===== config.mk =====
export PLATFORM = sky130hd
export DESIGN_NAME = irq_agg_top
export DESIGN_NICKNAME = d
export VERILOG_FILES = /design/src/rtl/irq_agg_pkg.sv /design/src/rtl/irq_agg_regs.sv /design/src/rtl/irq_agg_fsm.sv /design/src/rtl/irq_agg_pending.sv /design/src/rtl/irq_agg_top.sv
export SDC_FILE = /design/constraint.sdc
export NUM_CORES = 1
export LEC_CHECK = 0
export BUFFER_PORTS_ARGS = -buffer_cell sky130_fd_sc_hd__clkbuf_2
export CAP_MARGIN = 30
export CORE_ASPECT_RATIO = 0.8
export CORE_MARGIN = 1
export CORE_UTILIZATION = 43
export CTS_CLUSTER_DIAMETER = 200
export CTS_CLUSTER_SIZE = 14
export DETAILED_ROUTE_END_ITERATION = 8
export GPL_TIMING_DRIVEN = 0
export MAX_ROUTING_LAYER = met4
export PLACE_DENSITY = 0.77
export SYNTH_ARGS = -nofsm -noshare
export SYNTH_HDL_FRONTEND = slang
export SYNTH_SLANG_ARGS = --single-unit
export TNS_END_PERCENT = 20

===== constraint.sdc =====
create_clock -name clk -period 2.6 [get_ports clk]
set_input_delay 0.65 -clock clk [delete_from_list [all_inputs] [get_ports clk]]
set_output_delay 0.65 -clock clk [all_outputs]
set_load 0.02 [all_outputs]

===== src/rtl/irq_agg_pkg.sv =====
package irq_agg_pkg;
    typedef enum logic [1:0] {
        FN_OFF     = 2'd0,
        FN_ARMED   = 2'd1,
        FN_PENDING = 2'd2
    } fn_state_e;

    localparam int CMD_BIT_ON  = 4;
    localparam int CMD_BIT_OFF = 0;
endpackage


===== src/rtl/irq_agg_regs.sv =====
module irq_agg_regs #(
    parameter int NCH        = 8,
    parameter int ADDR_W     = 5,
    parameter int OFS_STATUS = 16,
    parameter int OFS_CMD    = 17,
    parameter int OFS_ENABLE = 18
) (
    input  logic              clk,
    input  logic              rst_n,
    input  logic [ADDR_W-1:0] reg_addr,
    input  logic              reg_wr,
    input  logic [NCH-1:0]    reg_wdata,
    input  logic [NCH-1:0]    status,
    input  logic [NCH-1:0]    index_in,
    output logic [NCH-1:0]    enable_q,
    output logic [NCH-1:0]    reg_rdata,
    output logic [NCH-1:0]    preset_load,
    output logic              cmd_on,
    output logic              cmd_off
);
    import irq_agg_pkg::*;

    localparam logic [ADDR_W-1:0] A_STATUS = ADDR_W'(OFS_STATUS);
    localparam logic [ADDR_W-1:0] A_CMD    = ADDR_W'(OFS_CMD);
    localparam logic [ADDR_W-1:0] A_ENABLE = ADDR_W'(OFS_ENABLE);

    logic wr_cmd;
    assign wr_cmd  = reg_wr && (reg_addr == A_CMD);
    assign cmd_off = wr_cmd && reg_wdata[CMD_BIT_OFF];
    assign cmd_on  = wr_cmd && !reg_wdata[CMD_BIT_OFF] && reg_wdata[CMD_BIT_ON];

    always_ff @(posedge clk) begin
        if (!rst_n)
            enable_q <= '0;
        else if (reg_wr && (reg_addr == A_ENABLE))
            enable_q <= reg_wdata;
    end

    always_comb begin
        unique case (reg_addr)
            A_STATUS: reg_rdata = status;
            A_ENABLE: reg_rdata = enable_q;
            default:  reg_rdata = '0;
        endcase
    end

    assign preset_load = index_in & enable_q;

    AST_ENABLE_WRITE: assert property (@(posedge clk) disable iff (!rst_n)
        (reg_wr && reg_addr == A_ENABLE) |=> (enable_q == $past(reg_wdata)));
endmodule


===== src/rtl/irq_agg_fsm.sv =====
module irq_agg_fsm (
    input  logic clk,
    input  logic rst_n,
    input  logic cmd_on,
    input  logic cmd_off,
    input  logic hit_any,
    output logic func_on,
    output logic irq_out,
    output logic ctr_reset
);
    import irq_agg_pkg::*;

    fn_state_e state_q, state_d;

    always_ff @(posedge clk) begin
        if (!rst_n) begin
            state_q   <= FN_OFF;
            ctr_reset <= 1'b0;
        end else begin
            state_q   <= state_d;
            ctr_reset <= cmd_off;
        end
    end

    always_comb begin
        state_d = state_q;
        unique case (state_q)
            FN_OFF: begin
                if (cmd_on) state_d = FN_ARMED;
            end
            FN_ARMED: begin
                if (cmd_off)      state_d = FN_OFF;
                else if (hit_any) state_d = FN_PENDING;
            end
            FN_PENDING: begin
                if (cmd_off)     state_d = FN_OFF;
                else if (cmd_on) state_d = hit_any ? FN_PENDING : FN_ARMED;
            end
            default: state_d = FN_OFF;
        endcase
    end

    always_comb begin
        func_on = (state_q != FN_OFF);
        irq_out = (state_q == FN_PENDING);
    end

    AST_DISABLE_CMD: assert property (@(posedge clk) disable iff (!rst_n)
        cmd_off |=> (!func_on && !irq_out && ctr_reset));
    AST_ENABLE_CMD: assert property (@(posedge clk) disable iff (!rst_n)
        cmd_on |=> func_on);
    AST_RESET_PULSE: assert property (@(posedge clk) disable iff (!rst_n)
        (ctr_reset && !$past(cmd_off)) |-> 1'b0);
endmodule


===== src/rtl/irq_agg_pending.sv =====
module irq_agg_pending #(
    parameter int NCH = 8
) (
    input  logic           clk,
    input  logic           rst_n,
    input  logic           func_on,
    input  logic           cmd_on,
    input  logic           cmd_off,
    input  logic [NCH-1:0] evt_pulse,
    input  logic [NCH-1:0] enable_q,
    output logic [NCH-1:0] status,
    output logic           hit_any
);
    logic [NCH-1:0] hit;

    assign hit_any = |hit;

    for (genvar i = 0; i < NCH; i++) begin : g_ch
        assign hit[i] = func_on && evt_pulse[i] && enable_q[i];

        always_ff @(posedge clk) begin
            if (!rst_n)       status[i] <= 1'b0;
            else if (cmd_off) status[i] <= 1'b0;
            else if (cmd_on)  status[i] <= hit[i];
            else              status[i] <= status[i] | hit[i];
        end

        AST_EVT_BEATS_CLEAR: assert property (@(posedge clk) disable iff (!rst_n)
            (cmd_on && func_on && evt_pulse[i] && enable_q[i]) |=> status[i]);
        AST_MASKED_NO_SET: assert property (@(posedge clk) disable iff (!rst_n)
            (!enable_q[i] && !status[i]) |=> !status[i]);
    end

    AST_OFF_NO_LATCH: assert property (@(posedge clk) disable iff (!rst_n)
        !func_on |=> (status == '0));
endmodule


===== src/rtl/irq_agg_top.sv =====
module irq_agg_top #(
    parameter int NCH        = 8,
    parameter int ADDR_W     = 5,
    parameter int OFS_STATUS = 16,
    parameter int OFS_CMD    = 17,
    parameter int OFS_ENABLE = 18
) (
    input  logic              clk,
    input  logic              rst_n,
    input  logic [ADDR_W-1:0] reg_addr,
    input  logic              reg_wr,
    input  logic [NCH-1:0]    reg_wdata,
    output logic [NCH-1:0]    reg_rdata,
    input  logic [NCH-1:0]    evt_pulse,
    input  logic [NCH-1:0]    index_in,
    output logic              irq_out,
    output logic [NCH-1:0]    preset_load,
    output logic              ctr_reset
);
    logic [NCH-1:0] enable_q;
    logic [NCH-1:0] status;
    logic           cmd_on, cmd_off, func_on, hit_any;

    irq_agg_regs #(
        .NCH(NCH), .ADDR_W(ADDR_W),
        .OFS_STATUS(OFS_STATUS), .OFS_CMD(OFS_CMD), .OFS_ENABLE(OFS_ENABLE)
    ) u_regs (
        .clk(clk), .rst_n(rst_n), .reg_addr(reg_addr), .reg_wr(reg_wr),
        .reg_wdata(reg_wdata), .status(status), .index_in(index_in),
        .enable_q(enable_q), .reg_rdata(reg_rdata), .preset_load(preset_load),
        .cmd_on(cmd_on), .cmd_off(cmd_off)
    );

    irq_agg_pending #(.NCH(NCH)) u_pending (
        .clk(clk), .rst_n(rst_n), .func_on(func_on), .cmd_on(cmd_on),
        .cmd_off(cmd_off), .evt_pulse(evt_pulse), .enable_q(enable_q),
        .status(status), .hit_any(hit_any)
    );

    irq_agg_fsm u_fsm (
        .clk(clk), .rst_n(rst_n), .cmd_on(cmd_on), .cmd_off(cmd_off),
        .hit_any(hit_any), .func_on(func_on), .irq_out(irq_out),
        .ctr_reset(ctr_reset)
    );

    AST_IRQ_TRACKS_STATUS: assert property (@(posedge clk) disable iff (!rst_n)
        irq_out == (status != '0));
    AST_CLEAR_EMPTIES: assert property (@(posedge clk) disable iff (!rst_n)
        (cmd_on && ((evt_pulse & enable_q) == '0)) |=> (status == '0));
endmodule


; ---- Yosys cells after proc, flatten, opt, wreduce, memory -nomap -nowiden
; Index checks and enable logic that the tools add are counted.
[totals]
ff_bits = 19
inputBits = 32
output_inout_bits = 18
elab_cells = 72
[op_classes]
eq_ne = 8
n_mux = 16
bitwise = 10
n_reduce_logical = 27
[op_table]
columns = operator, n
row1 = logical AND 1 bit, 21
row2 = one-hot mux 8 bit (2 select lines), 1
row3 = == test 5 bit (second input constant), 3
row4 = two-way mux 2 bit, 6
row5 = AND 8 bit, 1
row6 = two-way mux 1 bit, 8
row7 = OR 1 bit, 8
row8 = OR reduction 8 bit, 1
row9 = inequality test 3 x 1 -> 1 bit (second input constant), 2
row10 = one-hot mux 2 bit (3 select lines), 1
row11 = AND reduction 3 bit, 1
row12 = == test 2 x 1 -> 1 bit (second input constant), 1
row13 = == test 2 bit (second input constant), 1
row14 = zero test 2 bit, 1
row15 = inequality test 2 bit (second input constant), 1
row16 = nonzero test 2 bit, 1
row17 = OR reduction 2 bit, 1
row18 = zero test 1 bit, 1
row19 = inverter 1 bit, 1

; ---- Longest topological paths before layout
[logic_depth]
ltp_word = 8
mapped_depth = 6

; ---- By module
; Synthesis repeated with hierarchy kept, for this count alone.
[hier_totals]
cells_unflattened = 110
hier_area_um2 = 999.7
[modules_own_cells]
columns = module, instances, cells_each, area_each_um2
row1 = irq_agg_regs, 1, 62, 524.3
row2 = irq_agg_pending, 1, 33, 334.1
row3 = irq_agg_fsm, 1, 15, 141.4

; ---- Least setup slack after synthesis
; OpenSTA, ideal clock, no wires.
[synth_timing]
kind = input to output
start = in reg_addr[1]
end = out reg_rdata[0]
arrival_ns = 1.812
t_required_ns = 1.950
path_slack_ns = 0.138
path_stages = 3
path_buffers = 0
cell_sequence = or4b_4 -> nor2_1 -> a22o_1
[synth_between]
elab_chain_len = 2
word_cells_on_any_way = 3
[synth_rtl]
columns = item, line_no
row1 = "start, declared", irq_agg_top.sv:10  ; input logic [ADDR_W-1:0] reg_addr,
row2 = == test 5 bit, irq_agg_regs.sv:40  ; unique case (reg_addr)
row3 = one-hot mux 8 bit (2 select lines) (*), irq_agg_regs.sv:40
row4 = "end, declared", irq_agg_top.sv:13  ; output logic [NCH-1:0] reg_rdata,
; Mark *: on every way between the ends. The rest lies on a longest branch, timed or not.

; ---- Worst setup path after layout
[layout_timing]
start = in reg_addr[1]
end = out reg_rdata[7]
; Same word-level chain as after synthesis.

==> key figures <==
Worst setup path
  – Worst R2R Start: u_regs.enable_q[2]
  – Crit-path slowest cell: or4b_4
  – CP most frequent cell: clkbuf_2
  – Cell depth of the worst flop-to-flop path: 4
  – CP required: roughly 2000 ps
  – WP data arrival: between 1500 and 2000 ps
  – R2R Setup Slk: around 1300 ps
  – R2r endpoint: u_fsm.state_q[0]
  – Top delay family on crit path: simple AND/OR/NAND/NOR gates
  – Critical path launch point type: primary input
  – Ordered cell list for the critical path: clkbuf_2, or4b_4, nor2_4, a22o_1, clkbuf_2
  – CP Class: primary input to output port
  – CP max stage delay: about 570 ps
  – Worst-path fanout max: 8
  – CP bufs+invs: 2
  – Worst setup EP type: output port

Place
  – Input/output buffers: 48
  – Area after DPL: approximately 1200 um^2
  – DP HPWL: a little under 2 mm
  – DP Worst Slack: -238.8 ps
  – Inst Count DP: ~180
  – Routability cong.: 0.7508

Power and ir drop
  – Pwr/cell area: approximately 400 nW/um^2
  – Power Total: 0.4940 mW
  – Worst vdd ir: about 250 uV
  – Static leakage: 0.5558 nW

Drt
  – # DRC: 0
  – Final antenna-violating net count: 0
  – DR WL/cell: 14.53 um
  – Vias: ~1000
  – Final WL: about 2.6 mm
  – TritonRoute pass-1 iters: 6
  – Initial drt markers: 40
  – Vias per cell: between 5 and 6

Min path
  – Worst hold path type: register to register
  – Hold_sp: u_pending.status[0]
  – Hold path endpoint: u_pending.status[0]
  – WHS Path Cells: 2

Floorplanning
  – Ports: 50
  – Chip Height: 43.67 um
  – Cell row count: 14
  – Die W: between 50 and 60 um
  – Initial Utilization: 0.4758
  – Overall die area: 2362 um^2
  – Core area: around 2000 um^2

Timing
  – Setup slack after layout: between 30 and 40 ps
  – Hold Fails Final Rpt: 0
  – Period utilization: 0.9861
  – Final setup violating endpoints: 0
  – Pin slew with the least headroom to its limit: between 700 and 800 ps
  – Rel. slew slack: 0.5254
  – Pins over their slew limit: 0
  – Crit path time final: roughly 2600 ps
  – Total Negative Setup Slacks: 0 ps
  – RSZ-0062 raised after global routing: no
  – Max Freq: 390.0 MHz
  – Clock skew: 6.741 ps

GRT
  – Largest net degree at the start of global routing: 12
  – Vias in the first global route: between 900 and 1000
  – First-pass GRT wire length: around 4.2 mm
  – Total GRT Usage: 0.2574
  – Gr ovfl total: 0
  – Number of antenna violations at the first check in global routing: 0

Clock tree
  – CTS hold repair buffers: 0
  – Clock root cell: clkbuf_4
  – Num CTS Buffers: 3
  – Skew-Pair Late Insertion Delay: 300 ps
  – CTS tree: yes
  – Sink Count: 19
  – Clock buffer depth: 2
  – Clk pin slew, worst setup/hold paths: roughly 100 ps
  – H-tree levels: 1

Layout
  – Synthesis-to-layout area growth: 32.71%
  – Share of cells above drive strength 1: 0.3861
  – Combined area of the multi-input logic cells: roughly 530 um^2
  – Design area: approximately 1200 um^2
  – Fillers: 186
  – Sequential cell area: approximately 380 um^2
  – NumNets Final: about 190
  – # diodes: 0
  – Fin cells: between 150 and 200

Logic synthesis
  – Sequential area share after synthesis: 0.4075
  – Seq cells post-synth: 19
  – Cells after synthesis: 107
  – Avg Inst Size Synth: just under 9 um^2
  – Netlist Area Pre-Place: about 930 um^2
  – Yosys cell types: 26
  – Mapped Nets: about 140
  – Yosys warning total: 0

Job
  – MaxCap Viol Count: 0

Run status
  – Status: finished, final reports clean
==> worst register-to-register path, cell delays in order (launching register included) <==
cell     delay (ps)
dfxtp_1         370
a22oi_1         210
nand2_1         160
or3_1           430
o32ai_2         100
==> cell usage in the layout, fill, tap and decap left out, types with 2 or more instances in the layout <==
master     n
a21oi_1    7
nand3_1    9
and2_1     8
a22oi_1    4
clkbuf_1   2
inv_1      2
a32oi_1    8
nor2b_1    3
clkbuf_2  48
a22o_1     8
dfxtp_1   19
o21ai_0    2
nor2_1     9
nand2_1   10
clkbuf_4   4
==> final cells by class <==
class                           instances  share of cell area
Clock inverter                          1            0.004040
Timing Repair Buffer                   48              0.1939
Multi-Input combinational cell         81              0.4253
Tap cell                               24             0.02424
Sequential cell                        19              0.3071
Buffer                                  4             0.02121
Inverter                                2            0.006061
Clock buffer                            3             0.01818
==> timing repair <==
| item | in CTS | in global routing |
|---|---|---|
| buffers inserted | 0 | 0 |
| cloned | 0 | 0 |
| hold endpoints to repair | 0 | 0 |
| resized for setup | 3 | 2 |
| endpoints found under the setup margin | 8 | 8 |
==> worst max path at each step <==
stage / cells after the start / endpoint / slack (ps) / from
after floorplan: 3 / reg_rdata[0] / 140 / reg_addr[1]
after global placement: 5 / reg_rdata[7] / -230 / reg_addr[1]
after detailed placement: 5 / reg_rdata[7] / -240 / reg_addr[1]
after CTS: 7 / reg_rdata[7] / 20 / reg_addr[0]
after global routing: 5 / reg_rdata[0] / 10 / reg_addr[1]
final: 5 / reg_rdata[7] / 40 / reg_addr[1]
==> synthesized netlist by cell type (all sizes together) <==
| cell type | count | area [um^2] |
|---|---|---|
| and2 | 8 | 50.05 |
| a22o | 8 | 70.07 |
| or3 | 1 | 6.260 |
| a21oi | 7 | 35.03 |
| o31ai | 2 | 28.78 |
| buf | 1 | 11.26 |
| clkbuf | 4 | 15.01 |
| and3 | 1 | 6.260 |
| o21ai | 3 | 15.01 |
| o21ba | 1 | 10.01 |
| or4 | 1 | 11.26 |
| or2 | 1 | 6.260 |
| nand3 | 9 | 45.04 |
| nor2 | 10 | 37.54 |
| dfxtp | 19 | 380.4 |
| a32oi | 8 | 70.07 |
| o32ai | 1 | 16.27 |
| nand2 | 10 | 37.54 |
| nor2b | 3 | 18.77 |
| or4b | 1 | 13.76 |
| nor3 | 1 | 5.000 |
| a22oi | 4 | 30.03 |
| nand4 | 1 | 6.260 |
| inv | 2 | 7.510 |
==> through the flow <==
step                hold slack (ps)    util
floorplan                     454.2       -
global placement              466.1  0.6135
detailed placement            478.5  0.6135
CTS                           507.4  0.6320
global route                  534.8  0.6314
finish                        509.3  0.6314
==> cell families (layout without fill, tap and decap cells) <==
kind of cell           count (synthesis)  after routing  synth area share
AOI/OAI and AO/OA                     34             34            0.2949
DFF                                   19             19            0.4075
buffers and inverters                  7             58           0.03619
and+or+nand+nor                       47             47            0.2614
==> flip-flops by register name, summed over array words and instances (netlist names) <==
signal	cells
u_pending.status	8
u_regs.enable_q	8
u_fsm.state_q	2
u_fsm.ctr_reset	1
==> where the power goes <==
part | leakage (nW) | total (mW) | switching [mW] | internal (mW)
Clock | 0.0177 | 0.151 | 0.0939 | 0.0574
Sequential | 0.153 | 0.293 | 0.00133 | 0.292
Combinational | 0.385 | 0.0494 | 0.0270 | 0.0224
Total | 0.556 | 0.494 | 0.122 | 0.372
==> layer usage <==
metal	GRT usage	up-vias	part of all wire
met5	-	-	0
met4	0.09231	0	0.0091
met3	0.04211	4	0.074
met2	0.4049	55	0.48
met1	0.3312	470	0.43
li1	-	503	-
Power figures use the tool's default switching activity.
